**src/rtl/turboEncPkg.sv**
```systemverilog
package turboEncPkg;

  typedef enum logic [2:0] {
    PH_IDLE  = 3'd0,
    PH_LOAD  = 3'd1,
    PH_ENC   = 3'd2,
    PH_TAIL1 = 3'd3,
    PH_TAIL2 = 3'd4
  } encPhase_t;

  // strobes from control to datapath
  typedef struct packed {
    logic init;       // clear encoders, restart permutation
    logic wrEn;       // store inBit at index
    logic encStep;    // emit one information triple
    logic tail1Step;  // terminate first encoder one step
    logic tail2Step;  // terminate second encoder one step
    logic blockEnd;   // last tail step of the block
  } encStrobe_t;

  localparam int TAIL_LEN = 3;

endpackage

```
**src/rtl/rscEncoder.sv**
```systemverilog
module rscEncoder (
  input  logic       clk,
  input  logic       rstN,
  input  logic       clr,
  input  logic       step,
  input  logic       termMode,
  input  logic       dIn,
  output logic       uOut,
  output logic       zOut,
  output logic [2:0] stateOut
);
  logic [2:0] stateQ;   // stateQ[0] newest
  logic       fbBit;

  always_comb begin
    uOut  = termMode ? (stateQ[1] ^ stateQ[2]) : dIn;
    fbBit = uOut ^ stateQ[1] ^ stateQ[2];
    zOut  = fbBit ^ stateQ[0] ^ stateQ[2];
  end

  always_ff @(posedge clk) begin
    if (!rstN || clr) stateQ <= '0;
    else if (step)    stateQ <= {stateQ[1], stateQ[0], fbBit};
  end

  assign stateOut = stateQ;


  term_drains_chk: assert property (@(posedge clk) disable iff (!rstN)
    (step && termMode && !clr) |=> (stateQ[0] == 1'b0));

endmodule

```
**src/rtl/qppAddrGen.sv**
```systemverilog
module qppAddrGen #(
  parameter int MAX_K = 256,
  localparam int AW = $clog2(MAX_K),
  localparam int KW = $clog2(MAX_K + 1)
) (
  input  logic          clk,
  input  logic          rstN,
  input  logic          init,
  input  logic          advance,
  input  logic [KW-1:0] lenIn,
  input  logic [AW-1:0] f1In,
  input  logic [AW-1:0] f2In,
  output logic [AW-1:0] addr
);
  logic [KW-1:0] kReg;
  logic [AW-1:0] piQ, gQ, stepQ;

  function automatic logic [AW-1:0] addMod(input logic [AW-1:0] a,
                                           input logic [AW-1:0] b,
                                           input logic [KW-1:0] k);
    logic [KW:0] s;
    s = (KW+1)'(a) + (KW+1)'(b);
    if (s >= (KW+1)'(k)) s = s - (KW+1)'(k);
    return s[AW-1:0];
  endfunction

  always_ff @(posedge clk) begin
    if (!rstN) begin
      kReg  <= KW'(1);
      piQ   <= '0;
      gQ    <= '0;
      stepQ <= '0;
    end else if (init) begin
      kReg  <= lenIn;
      piQ   <= '0;
      gQ    <= addMod(f1In, f2In, lenIn);
      stepQ <= addMod(f2In, f2In, lenIn);
    end else if (advance) begin
      piQ <= addMod(piQ, gQ, kReg);
      gQ  <= addMod(gQ, stepQ, kReg);
    end
  end

  assign addr = piQ;


  addr_in_range_chk: assert property (@(posedge clk) disable iff (!rstN)
    $past(advance) |-> (KW'(piQ) < kReg));


  incr_in_range_chk: assert property (@(posedge clk) disable iff (!rstN)
    $past(init) |-> (KW'(gQ) < kReg && KW'(stepQ) < kReg));

endmodule

```
**src/rtl/encControl.sv**
```systemverilog
module encControl
  import turboEncPkg::*;
#(
  parameter int MAX_K = 256,
  localparam int AW = $clog2(MAX_K),
  localparam int KW = $clog2(MAX_K + 1)
) (
  input  logic          clk,
  input  logic          rstN,
  input  logic          start,
  input  logic [KW-1:0] blkLen,
  input  logic          inValid,
  output logic          inReady,
  output logic [AW-1:0] idx,
  output encStrobe_t    strobe
);
  encPhase_t     phase;
  logic [KW-1:0] kReg;
  logic [AW-1:0] cnt;
  logic [1:0]    tailCnt;
  logic          lastIdx, accept, tailLast;

  assign lastIdx  = (KW'(cnt) + KW'(1)) == kReg;
  assign accept   = (phase == PH_LOAD) && inValid;
  assign tailLast = tailCnt == 2'(TAIL_LEN - 1);
  assign inReady  = (phase == PH_LOAD);
  assign idx      = cnt;

  always_comb begin
    strobe           = '0;
    strobe.init      = (phase == PH_IDLE) && start;
    strobe.wrEn      = accept;
    strobe.encStep   = (phase == PH_ENC);
    strobe.tail1Step = (phase == PH_TAIL1);
    strobe.tail2Step = (phase == PH_TAIL2);
    strobe.blockEnd  = (phase == PH_TAIL2) && tailLast;
  end

  always_ff @(posedge clk) begin
    if (!rstN) begin
      phase   <= PH_IDLE;
      kReg    <= KW'(1);
      cnt     <= '0;
      tailCnt <= '0;
    end else begin
      case (phase)
        PH_IDLE: if (start) begin
          phase <= PH_LOAD;
          kReg  <= blkLen;
          cnt   <= '0;
        end
        PH_LOAD: if (accept) begin
          if (lastIdx) begin
            phase <= PH_ENC;
            cnt   <= '0;
          end else cnt <= cnt + AW'(1);
        end
        PH_ENC: begin
          if (lastIdx) begin
            phase   <= PH_TAIL1;
            cnt     <= '0;
            tailCnt <= '0;
          end else cnt <= cnt + AW'(1);
        end
        PH_TAIL1: begin
          tailCnt <= tailLast ? 2'd0 : tailCnt + 2'd1;
          if (tailLast) phase <= PH_TAIL2;
        end
        PH_TAIL2: begin
          tailCnt <= tailLast ? 2'd0 : tailCnt + 2'd1;
          if (tailLast) phase <= PH_IDLE;
        end
        default: phase <= PH_IDLE;
      endcase
    end
  end


  busy_start_ignored_chk: assert property (@(posedge clk) disable iff (!rstN)
    (phase != PH_IDLE) |=> $stable(kReg));


  load_only_ready_chk: assert property (@(posedge clk) disable iff (!rstN)
    $rose(inReady) |-> $past(start));

endmodule

```
**src/rtl/encDatapath.sv**
```systemverilog
module encDatapath
  import turboEncPkg::*;
#(
  parameter int MAX_K = 256,
  localparam int AW = $clog2(MAX_K),
  localparam int KW = $clog2(MAX_K + 1)
) (
  input  logic          clk,
  input  logic          rstN,
  input  encStrobe_t    strobe,
  input  logic [AW-1:0] idx,
  input  logic [KW-1:0] blkLen,
  input  logic [AW-1:0] coefA,
  input  logic [AW-1:0] coefB,
  input  logic          inBit,
  output logic          sysBit,
  output logic          par1Bit,
  output logic          par2Bit,
  output logic          outValid,
  output logic          outTail
);
  localparam int NENC = 2;

  logic [MAX_K-1:0] bitBuf;
  logic [AW-1:0]    permAddr;
  logic [NENC-1:0]  encIn, encStep, encTerm, encU, encZ;
  logic [2:0]       encState [NENC];

  always_ff @(posedge clk) begin
    if (!rstN)            bitBuf <= '0;
    else if (strobe.wrEn) bitBuf[idx] <= inBit;
  end

  qppAddrGen #(.MAX_K(MAX_K)) u_qpp (
    .clk(clk), .rstN(rstN), .init(strobe.init), .advance(strobe.encStep),
    .lenIn(blkLen), .f1In(coefA), .f2In(coefB), .addr(permAddr)
  );

  assign encIn   = {bitBuf[permAddr], bitBuf[idx]};
  assign encTerm = {strobe.tail2Step, strobe.tail1Step};
  assign encStep = {strobe.encStep | strobe.tail2Step,
                    strobe.encStep | strobe.tail1Step};

  for (genvar e = 0; e < NENC; e++) begin : gEnc
    rscEncoder u_rsc (
      .clk(clk), .rstN(rstN), .clr(strobe.init), .step(encStep[e]),
      .termMode(encTerm[e]), .dIn(encIn[e]), .uOut(encU[e]),
      .zOut(encZ[e]), .stateOut(encState[e])
    );
  end

  always_ff @(posedge clk) begin
    if (!rstN) begin
      sysBit <= 1'b0; par1Bit <= 1'b0; par2Bit <= 1'b0;
      outValid <= 1'b0; outTail <= 1'b0;
    end else begin
      outValid <= strobe.encStep | strobe.tail1Step | strobe.tail2Step;
      outTail  <= strobe.tail1Step | strobe.tail2Step;
      if (strobe.encStep) begin
        sysBit <= encU[0]; par1Bit <= encZ[0]; par2Bit <= encZ[1];
      end else if (strobe.tail1Step) begin
        sysBit <= encU[0]; par1Bit <= encZ[0]; par2Bit <= 1'b0;
      end else if (strobe.tail2Step) begin
        sysBit <= encU[1]; par1Bit <= 1'b0; par2Bit <= encZ[1];
      end
    end
  end


  both_states_zero_chk: assert property (@(posedge clk) disable iff (!rstN)
    strobe.blockEnd |=> (encState[0] == 3'd0 && encState[1] == 3'd0));


  single_phase_chk: assert property (@(posedge clk) disable iff (!rstN)
    $onehot0({strobe.wrEn, strobe.encStep, strobe.tail1Step, strobe.tail2Step}));


  tail_has_valid_chk: assert property (@(posedge clk) disable iff (!rstN)
    outTail |-> outValid);

endmodule

```
**src/rtl/turboEncoderTop.sv**
```systemverilog
module turboEncoderTop
  import turboEncPkg::*;
#(
  parameter int MAX_K = 256,
  localparam int AW = $clog2(MAX_K),
  localparam int KW = $clog2(MAX_K + 1)
) (
  input  logic          clk,
  input  logic          rstN,
  input  logic          start,
  input  logic [KW-1:0] blkLen,
  input  logic [AW-1:0] coefA,
  input  logic [AW-1:0] coefB,
  input  logic          inBit,
  input  logic          inValid,
  output logic          inReady,
  output logic          sysBit,
  output logic          par1Bit,
  output logic          par2Bit,
  output logic          outValid,
  output logic          outTail
);
  encStrobe_t    strobe;
  logic [AW-1:0] idx;

  encControl #(.MAX_K(MAX_K)) u_ctrl (
    .clk(clk), .rstN(rstN), .start(start), .blkLen(blkLen),
    .inValid(inValid), .inReady(inReady), .idx(idx), .strobe(strobe)
  );

  encDatapath #(.MAX_K(MAX_K)) u_dp (
    .clk(clk), .rstN(rstN), .strobe(strobe), .idx(idx), .blkLen(blkLen),
    .coefA(coefA), .coefB(coefB), .inBit(inBit), .sysBit(sysBit),
    .par1Bit(par1Bit), .par2Bit(par2Bit), .outValid(outValid),
    .outTail(outTail)
  );

endmodule

```
**config.mk**
```make
export PLATFORM = sky130hd
export DESIGN_NAME = turboEncoderTop
export DESIGN_NICKNAME = d
export VERILOG_FILES = /design/src/rtl/turboEncPkg.sv /design/src/rtl/rscEncoder.sv /design/src/rtl/qppAddrGen.sv /design/src/rtl/encControl.sv /design/src/rtl/encDatapath.sv /design/src/rtl/turboEncoderTop.sv
export SDC_FILE = /design/constraint.sdc
export NUM_CORES = 1
export LEC_CHECK = 0
export ABC_AREA = 0
export BUFFER_PORTS_ARGS = -buffer_cell sky130_fd_sc_hd__buf_2
export CORE_MARGIN = 10
export CORE_UTILIZATION = 50
export CTS_BUF_LIST = sky130_fd_sc_hd__clkbuf_8
export CTS_CLUSTER_DIAMETER = 40
export DETAILED_ROUTE_END_ITERATION = 8
export GPL_TIMING_DRIVEN = 0
export PLACE_DENSITY = 0.68
export SETUP_SLACK_MARGIN = 0.4
export SLEW_MARGIN = 20
export SYNTH_ARGS = -nofsm -noshare
export SYNTH_HDL_FRONTEND = slang
export SYNTH_HIERARCHICAL = 1
export SYNTH_SLANG_ARGS = --single-unit
```
**constraint.sdc**
```tcl
create_clock -name clk -period 6.4 [get_ports clk]
set_input_delay 0.32 -clock clk [delete_from_list [all_inputs] [get_ports clk]]
set_output_delay 0.32 -clock clk [all_outputs]
set_load 0.005 [all_outputs]
```
Word-level counts from Yosys, hierarchy flattened
Cells that the tools add are included.

Register bits: 322. Bits of input ports: 30. Output and inout port bits: 6. Logic and storage cells: 115.

$add $sub $neg: 11. $lt $le $gt $ge: 7. Equality and inequality tests: 12. Multiplexer cells: 38. Bitwise operators: 15. Reduce and logical (&&, ||, !) cells: 16.

Operators by type and width (number): bitwise mux 256 bit (1); two-way mux 8 bit (9); adder 8 x 8 -> 9 bit (4); greater-or-equal comparator 9 bit (4); subtractor 8 bit (4); one-hot mux 8 bit (3 select lines) (1); < comparator 8 x 9 -> 1 bit (second input constant) (2); two-way mux 3 bit (6); binary-select mux 1 bit (select 8 bit) (2); one-hot mux 3 bit (5 select lines) (1); two-way mux 1 bit (14); bitwise XOR 1 bit (10); adder 8 x 1 -> 9 bit (second input constant) (1); == test 9 bit (1); adder 8 x 1 -> 8 bit (second input constant) (1); demux 1 bit (select 8 bit) (1); greater-or-equal comparator 8 x 1 -> 1 bit (second input constant) (1); inequality test 2 bit (second input constant) (4); == test 3 x 2 -> 1 bit (second input constant) (2); AND reduction 6 bit (1); nonzero test 3 bit (2); two-way mux 2 bit (2); inequality test 2 x 1 -> 1 bit (second input constant) (2); bitwise OR 1 bit (4); other kinds (14) (19).

Depth between registers and ports, before layout
Gate-level depths: netlist of the first run.

Depth after elaboration: 10. Depth in mapped cells: 16. Mapped depth without buffers: 15.

Modules after synthesis
Netlist of the first run, hierarchy kept.

By module, submodules not included: encDatapath (instances 1, cells an instance 1689, area an instance 15053.2 sq um, sequential area each 5225.0 sq um); qppAddrGen (instances 1, cells an instance 456, area an instance 3841.2 sq um, sequential area each 660.6 sq um); encControl (instances 1, cells an instance 159, area an instance 1326.3 sq um, sequential area each 440.4 sq um); rscEncoder (instances 2, cells an instance 18, area an instance 163.9 sq um, sequential area each 60.1 sq um).

Worst setup path before layout of the first run
Ideal clock, no wire load.

Path type: input -> register. From: in coefA[0]. To: reg u_dp.u_qpp.gQ[0]. Library setup time: 0.074 ns. Arrival: 3.318 ns. Data required time: 6.326 ns. Path slack: 3.007 ns. Cell stages on the path: 14. Buffers on the path: 0. Path through: ha_1 > fa_1 > a21oi_1 > o21bai_1 > a21o_1 > a21oi_1 > xor2_1 > inv_1 > ha_1 > nand4_1 > o21a_1 > a211oi_4 > mux2_4 > o22ai_2.

Cells in the longest elaborated chain, start to end: 4. Elaborated cells on any way between the ends: 5. Classes of those cells: add/sub: 2; order compare: 1; mux: 2.

RTL lines: start: declaration (RTL line turboEncoderTop.sv:12) `input logic [AW-1:0] coefA,`; adder 8 x 8 -> 9 bit (*) (RTL line qppAddrGen.sv:22) `s = (KW+1)'(a) + (KW+1)'(b);`; subtractor 8 bit or greater-or-equal comparator 9 bit (tied branches) (RTL line qppAddrGen.sv:23) `if (s >= (KW+1)'(k)) s = s - (KW+1)'(k);`; two-way mux 8 bit (*) (RTL line qppAddrGen.sv:23); two-way mux 8 bit (*) (RTL line qppAddrGen.sv:33) `end else if (init) begin`; end signal: assignment (RTL line qppAddrGen.sv:36) `gQ <= addMod(f1In, f2In, lenIn);`; end signal: assignment (RTL line qppAddrGen.sv:40) `gQ <= addMod(gQ, stepQ, kReg);`; end: declaration (RTL line qppAddrGen.sv:16) `logic [AW-1:0] piQ, gQ, stepQ;`.

Mark *: on every way between the ends. The rest lies on a longest branch, timed or not. A chain may end at the register's enable or synchronous reset.

Worst setup path in the final report of the first run
From: reg u_dp.u_qpp.piQ[1], in the netlist u_dp/u_qpp/addr[1]. To: reg u_dp.par2Bit.

Cells in the longest elaborated chain, start to end: 10.

RTL lines: start: declaration (RTL line qppAddrGen.sv:16); start signal: assignment (RTL line qppAddrGen.sv:39) `piQ <= addMod(piQ, gQ, kReg);`; binary-select mux 1 bit (select 8 bit) (*) (RTL line encDatapath.sv:39) `assign encIn = {bitBuf[permAddr], bitBuf[idx]};`; two-way mux 1 bit (not written as such) (*) (RTL line encDatapath.sv:39); net u_dp.encIn[1] (RTL line encDatapath.sv:26) `logic [NENC-1:0] encIn, encStep, encTerm, encU, encZ;`; two-way mux 1 bit (*) (RTL line rscEncoder.sv:16) `uOut = termMode ? (stateQ[1] ^ stateQ[2]) : dIn;`; bitwise XOR 1 bit (*) (2 in series) (RTL line rscEncoder.sv:17) `fbBit = uOut ^ stateQ[1] ^ stateQ[2];`; bitwise XOR 1 bit (*) (2 in series) (RTL line rscEncoder.sv:18) `zOut = fbBit ^ stateQ[0] ^ stateQ[2];`; net u_dp.encZ[1] (RTL line encDatapath.sv:26); two-way mux 1 bit (RTL line encDatapath.sv:63) `end else if (strobe.tail2Step) begin`; two-way mux 1 bit (RTL line encDatapath.sv:61) `end else if (strobe.tail1Step) begin`; two-way mux 1 bit (*) (RTL line encDatapath.sv:59) `if (strobe.encStep) begin`; end signal: assignment (RTL line encDatapath.sv:60) `sysBit <= encU[0]; par1Bit <= encZ[0]; par2Bit <= encZ[1];`; end: declaration (RTL line encDatapath.sv:18) `output logic par2Bit,`.

Mark *: on every way through the listed nets, which the timed path passes. The rest lies on a longest branch. The select of a mux whose other input is x is not followed.

==> flow_summary.rst, run 1 <==
.. list-table::
   :header-rows: 1

   * - Metric
     - Value
   * - Reg-to-reg endpoint
     - u_dp/par2Bit$_SDFFE_PN0P_
   * - Die X-Extent
     - 222.7 µm
   * - Number of antenna violations at the first check in global routing
     - 1
   * - Count of input and output buffers
     - 34
   * - Initial standard-cell utilization of the core
     - 50.42%
   * - Largest net degree at the start of global routing
     - 13
   * - Number of global-route vias before repair
     - 20000
   * - Total detailed-routing wirelength
     - 81840 µm
   * - Pre-antenna DRT Iters
     - 6
   * - Critical path startpoint
     - u_dp/u_qpp/addr[1]$_SDFFE_PP0P_
   * - Clock transition time at the flip-flop clock pins of the worst setup and hold paths
     - 0.06 ns
   * - Number of resized instances in the post-cts repair step
     - 0
   * - Number of endpoints failing setup at the final stage
     - 0
   * - Final Cycle Share
     - 79.10%
   * - Height of the chip
     - 222.7 µm
   * - Register-to-register path setup slack
     - 1.34 ns
   * - Number of placement rows
     - 74
   * - Net count, final
     - 2551
   * - Critical path endpoint
     - u_dp/par2Bit$_SDFFE_PN0P_
   * - Clock tree root buffer cell
     - clkbuf_8
   * - Clk buf depth
     - 3
   * - Count of antenna diodes in the layout
     - 0
   * - Transition time of the tightest slew-check pin
     - 1.312 ns
   * - Clock buffer count from CTS
     - 68
   * - Top achievable clock speed
     - 0.1975 GHz
   * - Final setup TNS
     - 0 ns
   * - Clock tree from TritonCTS
     - built
   * - Count of nets left with antenna violations after detail routing
     - 0
   * - Number of DRC violations after detailed-routing iteration 0
     - 3257
   * - Synthesized netlist cell count
     - 2339
   * - Power density over the cells
     - 257.4 nW/µm²
   * - Type of the worst setup path
     - flip-flop to flip-flop
   * - Number of levels the H-tree was split into
     - 3
   * - Final Hold Violating Endpoints
     - 0
   * - Crit-path max FO
     - 10
   * - Number of cells traversed by the worst register-to-register path
     - 16
   * - Net count of the mapped netlist
     - 2437
   * - Min-Delay Path Class
     - primary input to flip-flop
   * - Proportion of layout cells with a drive suffix above 1
     - 11.83%
   * - First-pass GRT wire length
     - 121900 µm
   * - GPL Wtd Cong
     - 1.025
   * - Final min period
     - 5.063 ns
   * - Peak ir drop on the vdd network
     - 0.1737 mV
   * - Global router's overall resource usage
     - 31.71%
   * - Tightest hold margin
     - 0.02795 ns
   * - TritonCTS Sinks
     - 322
   * - Leakage component of the power
     - 7.517 nW
   * - Total power of the final layout
     - 5.909 mW
   * - Required time reported for the critical path endpoint
     - 6.93 ns
   * - Core area
     - 40740 µm²
   * - GR Overflow Total
     - 0
   * - Average wire per standard cell
     - 26.97 µm
   * - Combined area of all synthesized cells
     - 20540 µm²
   * - Area Overhead vs Synth
     - 11.75%
   * - Total DRC errors in the routed layout
     - 0
   * - I/O Pins
     - 36
   * - Setup slack of the critical path after layout
     - 1.337 ns
   * - RSZ-0062 raised after global routing
     - no
   * - Final HPWL DP
     - 56240 µm
   * - Final count of pins violating max slew
     - 0
   * - Mapped Avg Cell Area
     - 8.782 µm²
   * - Via total after detailed routing
     - 20700
   * - Max_slew headroom
     - 12.53%
   * - Final core occ
     - 56.35%
   * - Total die area
     - 49590 µm²
   * - Critical Path Source Type
     - flip-flop
   * - Capturing element type of the critical path
     - flip-flop
   * - FF-to-FF Start
     - u_dp/u_qpp/addr[1]$_SDFFE_PP0P_
   * - Max-capacitance violation count
     - 0
   * - Vias per std cell
     - 6.822
   * - Worst Path Arrival
     - 5.59 ns
   * - Synth Warn #
     - 6
   * - DP Worst Slack
     - 1.672 ns
   * - Clock tree skew after final layout
     - 0.03252 ns
   * - Outcome
     - complete, no violations
   * - Latest clock arrival within the worst-skew pair
     - 0.65 ns
-- state kept, by name (all words and copies together) (netlist names) --
register	flops
u_dp/u_qpp/stepQ	8
u_dp/u_qpp/gQ	8
u_ctrl/tailCnt	2
u_dp/gEnc.u_rsc/stateOut	6
u_ctrl/idx	8
u_ctrl/phase	3
u_dp/u_qpp/addr	8
u_ctrl/kReg	9
u_dp/outValid	1
u_dp/outTail	1
u_dp/sysBit	1
u_dp/par1Bit	1
u_dp/u_qpp/kReg	9
u_dp/bitBuf	256
u_dp/par2Bit	1
-- through the flow --
step	cells	cell area, µm²
finish	3034	22960
global route	3034	22960
CTS	3034	22950
detailed placement	2907	21410
global placement	2905	21380
floorplan	2339	20540
-- worst min-delay path by stage --
stage,endpoint,start,depth (start not counted)
4_1_cts,u_ctrl/phase[0]$_SDFFE_PN0P_,inValid,4
3_5_place_dp,u_ctrl/kReg[6]$_SDFFE_PN0P_,u_ctrl/kReg[6]$_SDFFE_PN0P_,2
2_1_floorplan,u_ctrl/kReg[0]$_SDFFE_PN1P_,blkLen[0],2
5_1_grt,u_ctrl/phase[0]$_SDFFE_PN0P_,inValid,4
6_report,u_ctrl/phase[0]$_SDFFE_PN0P_,inValid,4
3_3_place_gp,u_ctrl/kReg[6]$_SDFFE_PN0P_,u_ctrl/kReg[6]$_SDFFE_PN0P_,2
-- layout make-up --
| cell class | instances | area [µm²] |
|---|---|---|
| Clock inverter | 31 | 249.0 |
| Sequential cell | 322 | 6446 |
| Buffer | 214 | 907.1 |
| Multi-Input combinational cell | 1760 | 13040 |
| Clock buffer | 88 | 1211 |
| Fill cell | 3720 | 17780 |
| Inverter | 43 | 161.4 |
| Tap cell | 532 | 665.6 |
| Timing Repair Buffer | 44 | 280.3 |
-- per-layer routing --
| layer | GRT usage [%] | wire (µm) |
|---|---|---|
| met1 | 39.62 | 30760 |
| met2 | 47.21 | 34650 |
| met3 | 8.901 | 10450 |
| met4 | 20.42 | 5966 |
| met5 | 0 | 13 |
-- cells in the final DEF (no fill, tap or decap), drive strengths merged, types with 8 or more instances in the layout --
master	n
a211oi	13
a21boi	253
a21o	15
a21oi	68
a221oi	11
a22oi	36
and3	20
buf	73
clkbuf	265
clkinv	12
dfxtp	322
dlygate4sd3	8
ha	61
inv	55
mux2i	123
mux4	95
nand2	101
nand2b	17
nand3	267
nand3b	9
nand4	8
nor2	95
nor2b	29
nor3	34
nor4	13
o21a	14
o21ai	300
o21bai	10
o22ai	31
xnor2	33
xor2	21
-- critical path, cell delays in order, from the launching register on --
cell and delay, ns:
dfxtp_1 0.67, buf_4 0.35, buf_2 0.50, nand3_1 0.24, clkbuf_1 0.56, o22ai_1 0.33
nor3_1 0.10, a211oi_1 0.31, o41ai_1 0.21, o2111a_1 0.19, a31oi_1 0.50, nor2_1 0.14
mux2i_1 0.25, xnor2_1 0.13, a22oi_1 0.19, o21ai_0 0.09, and2_1 0.18
-- where the power goes --
part / total, mW / internal (mW) / leakage, nW / switching [mW]
sequential: 2.09 / 2.05 / 2.60 / 0.0479
combinational: 1.43 / 0.591 / 4.11 / 0.840
clock: 2.38 / 1.39 / 0.804 / 0.991
-- timing repair --
item	4_1_cts	5_1_grt
hold buffers	8	0
setup buffers	0	0
endpoints found under the hold margin	13	0
No activity file was read; power rests on OpenSTA's default activity.
==> inputs of run 2 (changes only) <==
clock period = 5.05 ns   (was 6.4 ns; I/O delays follow)
==> run 2 against run 1 <==
Final cell count increased by 0.16%; critical endpoint unchanged; flip-flop and latch count unchanged; setup slack got worse by 0.94 ns; sequential power increased by 27%.
==> flow_summary.rst, run 2 (same netlist as run 1, synthesis figures left out) <==
.. list-table::
   :header-rows: 1

   * - Metric
     - Value
   * - Outcome
     - complete, no violations
   * - Total DRC errors in the routed layout
     - 0 (unchanged)
   * - Transition time of the tightest slew-check pin
     - 1.292 ns (-0.01968 ns)
   * - I/O Pins
     - 36 (unchanged)
   * - Top achievable clock speed
     - 0.2148 GHz (+8.7%)
   * - Register-to-register path setup slack
     - 0.39 ns (-0.94 ns)
   * - Total detailed-routing wirelength
     - 81870 µm (about the same)
   * - Final min period
     - 4.655 ns (-0.4071 ns)
   * - Height of the chip
     - 222.7 µm (unchanged)
   * - Max reg flops
     - 256 (unchanged)
   * - Capturing element type of the critical path
     - flip-flop
   * - Critical Path Max Stage Delay
     - 0.79 ns (+0.12 ns)
   * - Max-capacitance violation count
     - 0 (unchanged)
   * - Max_slew headroom
     - 13.84% (+1.3 points)
   * - Final setup TNS
     - 0 ns (unchanged)
   * - First-pass GRT wire length
     - 122200 µm (+0.20%)
   * - Number of levels the H-tree was split into
     - 3 (unchanged)
   * - Number of antenna violations at the first check in global routing
     - 1 (unchanged)
   * - Commonest non-fill, non-tap cell in the layout
     - dfxtp_1
   * - Worst hold start
     - coefB[1]
   * - Final Cycle Share
     - 92.19% (+13 points)
   * - Count of input and output buffers
     - 34 (unchanged)
   * - Number of endpoints failing setup at the final stage
     - 0 (unchanged)
   * - Dominant cell type by count on the critical path
     - clkbuf_1
   * - Area Overhead vs Synth
     - 12.11%
   * - Proportion of layout cells with a drive suffix above 1
     - 12.21% (+0.38 points)
   * - Leakage component of the power
     - 7.561 nW (+0.59%)
   * - Critical-path cell list
     - clkbuf_1 -> nand3b_1 -> clkbuf_1 -> o22ai_1 -> nor3_1 -> a211oi_1 -> o41ai_2 -> o2111a_1 -> a31oi_2 -> nor2_1 -> mux2i_1 -> xnor2_1 -> a22oi_1 -> o21ai_0 -> and2_1
   * - Global router's overall resource usage
     - 31.76% (+0.050 points)
   * - Final Hold Violating Endpoints
     - 0 (unchanged)
   * - Count of antenna diodes in the layout
     - 0 (unchanged)
   * - Final core occ
     - 56.53% (+0.18 points)
   * - TritonCTS Sinks
     - 322 (unchanged)
   * - Type of the worst setup path
     - flip-flop to flip-flop
   * - GR Overflow Total
     - 0 (unchanged)
   * - GPL Wtd Cong
     - 1.025 (unchanged)
   * - Final count of pins violating max slew
     - 0 (unchanged)
   * - Die X-Extent
     - 222.7 µm (unchanged)
   * - Clock buffer count from CTS
     - 68 (unchanged)
   * - Number of cells traversed by the worst register-to-register path
     - 15 (-1)
   * - Number of global-route vias before repair
     - 20050 (+0.24%)
   * - Clock transition time at the flip-flop clock pins of the worst setup and hold paths
     - 0.06 ns (about the same)
   * - Initial standard-cell utilization of the core
     - 50.42% (unchanged)
   * - Critical path endpoint
     - u_dp/par2Bit$_SDFFE_PN0P_
   * - Count of nets left with antenna violations after detail routing
     - 0 (unchanged)
   * - Highest-count cells in the layout ignoring fill and taps
     - dfxtp_1, o21ai_0, nand3_1
   * - Latest clock arrival within the worst-skew pair
     - 0.64 ns (about the same)
   * - Min-Delay Path Class
     - primary input to flip-flop
   * - Final HPWL DP
     - 56240 µm (unchanged)
   * - Via total after detailed routing
     - 20730 (+0.14%)
   * - FF-to-FF Start
     - u_dp/u_qpp/addr[3]$_SDFFE_PP0P_
   * - Pre-antenna DRT Iters
     - 6 (unchanged)
   * - Slowest cell on crit path
     - clkbuf_1
   * - Total die area
     - 49590 µm² (unchanged)
   * - Clock tree root buffer cell
     - clkbuf_8
   * - Required time reported for the critical path endpoint
     - 5.58 ns (-1.35 ns)
   * - Core area
     - 40740 µm² (unchanged)
   * - Vias per std cell
     - 6.821 (about the same)
   * - Number of DRC violations after detailed-routing iteration 0
     - 2984 (-8.4%)
   * - Net count, final
     - 2556 (+0.20%)
   * - Worst Path Arrival
     - 5.18 ns (-0.41 ns)
   * - Crit-path max FO
     - 10 (unchanged)
   * - Average wire per standard cell
     - 26.94 µm (-0.13%)
   * - Setup slack of the critical path after layout
     - 0.3946 ns (-0.9429 ns)
   * - Largest net degree at the start of global routing
     - 13 (unchanged)
   * - Critical Path Source Type
     - flip-flop
   * - Largest registers ranked by flip-flop count
     - u_dp/bitBuf (256), u_ctrl/kReg (9), u_dp/u_qpp/kReg (9)
   * - Placed instance count
     - 2907 (unchanged)
   * - RSZ-0062 raised after global routing
     - no
   * - Critical path startpoint
     - u_dp/u_qpp/addr[3]$_SDFFE_PP0P_
   * - Final cell count without fillers
     - 3039 (+0.16%)
   * - Power density over the cells
     - 325.4 nW/µm² (+26%)
   * - DP Worst Slack
     - 0.3224 ns (-1.350 ns)
   * - Most flops, register
     - u_dp/bitBuf
   * - Clk buf depth
     - 3 (unchanged)
   * - Number of placement rows
     - 74 (unchanged)
   * - Peak ir drop on the vdd network
     - 0.2208 mV (+27%)
   * - Clock tree from TritonCTS
     - built
   * - Reg-to-reg endpoint
     - u_dp/par2Bit$_SDFFE_PN0P_
   * - Clock tree skew after final layout
     - 0.02480 ns (-0.007720 ns)
==> run 2: worst min-delay path by stage <==
stage                                                  end  slack [ns]  cells past startpoint
after global placement         u_ctrl/kReg[6]$_SDFFE_PN0P_        0.46                      2
after global routing      u_dp/u_qpp/stepQ[7]$_SDFFE_PN0P_        0.05                      3
final                     u_dp/u_qpp/stepQ[2]$_SDFFE_PN0P_        0.05                      3
after detailed placement       u_ctrl/kReg[6]$_SDFFE_PN0P_        0.46                      2
after CTS                 u_dp/u_qpp/stepQ[7]$_SDFFE_PN0P_        0.02                      3
after floorplan                u_ctrl/kReg[0]$_SDFFE_PN1P_        0.38                      2
==> run 2: per-stage QoR <==
stage               cell area (µm²)  hold slack, ns  power, mW
floorplan                     20540          0.3767      4.049
global placement              21380          0.4565      4.429
detailed placement            21410          0.4629      4.468
CTS                           23000         0.01859      7.474
global route                  23030         0.04971      7.781
finish                        23030         0.04693      7.493
==> run 2: report_power, final <==
part / leakage, nW / switching [mW] / internal [mW]
clock network: 0.804 / 1.25 / 1.76
registers: 2.60 / 0.0614 / 2.59
logic: 4.16 / 1.07 / 0.752
total: 7.56 / 2.38 / 5.11
==> run 2: repair_timing <==
action                                  4_1_cts  5_1_grt
endpoints found under the setup margin        1        3
hold buffers                                 13        0
pin swaps                                     0        0
buffers inserted                              0        0
hold endpoints to repair                     21        0
resized for setup                             1       18
==> run 2: worst max-delay path: cells and delay by family, from the launching register on <==
family,cells,cell delay (ns)
and+or+nand+nor,4,0.63
AOI/OAI and AO/OA,7,1.75
DFF,1,0.47
buffers and inverters,2,1.31
muxes,1,0.25
xor gates and xnor gates,1,0.13
==> run 2: area by class of cell <==
class                   instances  area [µm²]
repair buffers                 49       330.3
clock inverters                31       249.0
inverters                      43       161.4
well taps                     532       665.6
multi-input cells            1760       13050
clock buffers                  88        1211
plain buffers                 214       915.9
fillers                      3711       17710
flip-flops and latches        322        6447
==> run 2: per-layer routing <==
| metal | share of wire [%] | track usage, % | vias up |
|---|---|---|---|
| met3 | 13 | 8.927 | 379 |
| met1 | 37 | 39.68 | 9923 |
| li1 | - | - | 8946 |
| met4 | 7.4 | 20.44 | 2 |
| met2 | 42 | 47.28 | 1478 |
| met5 | 0.029 | 0 | - |
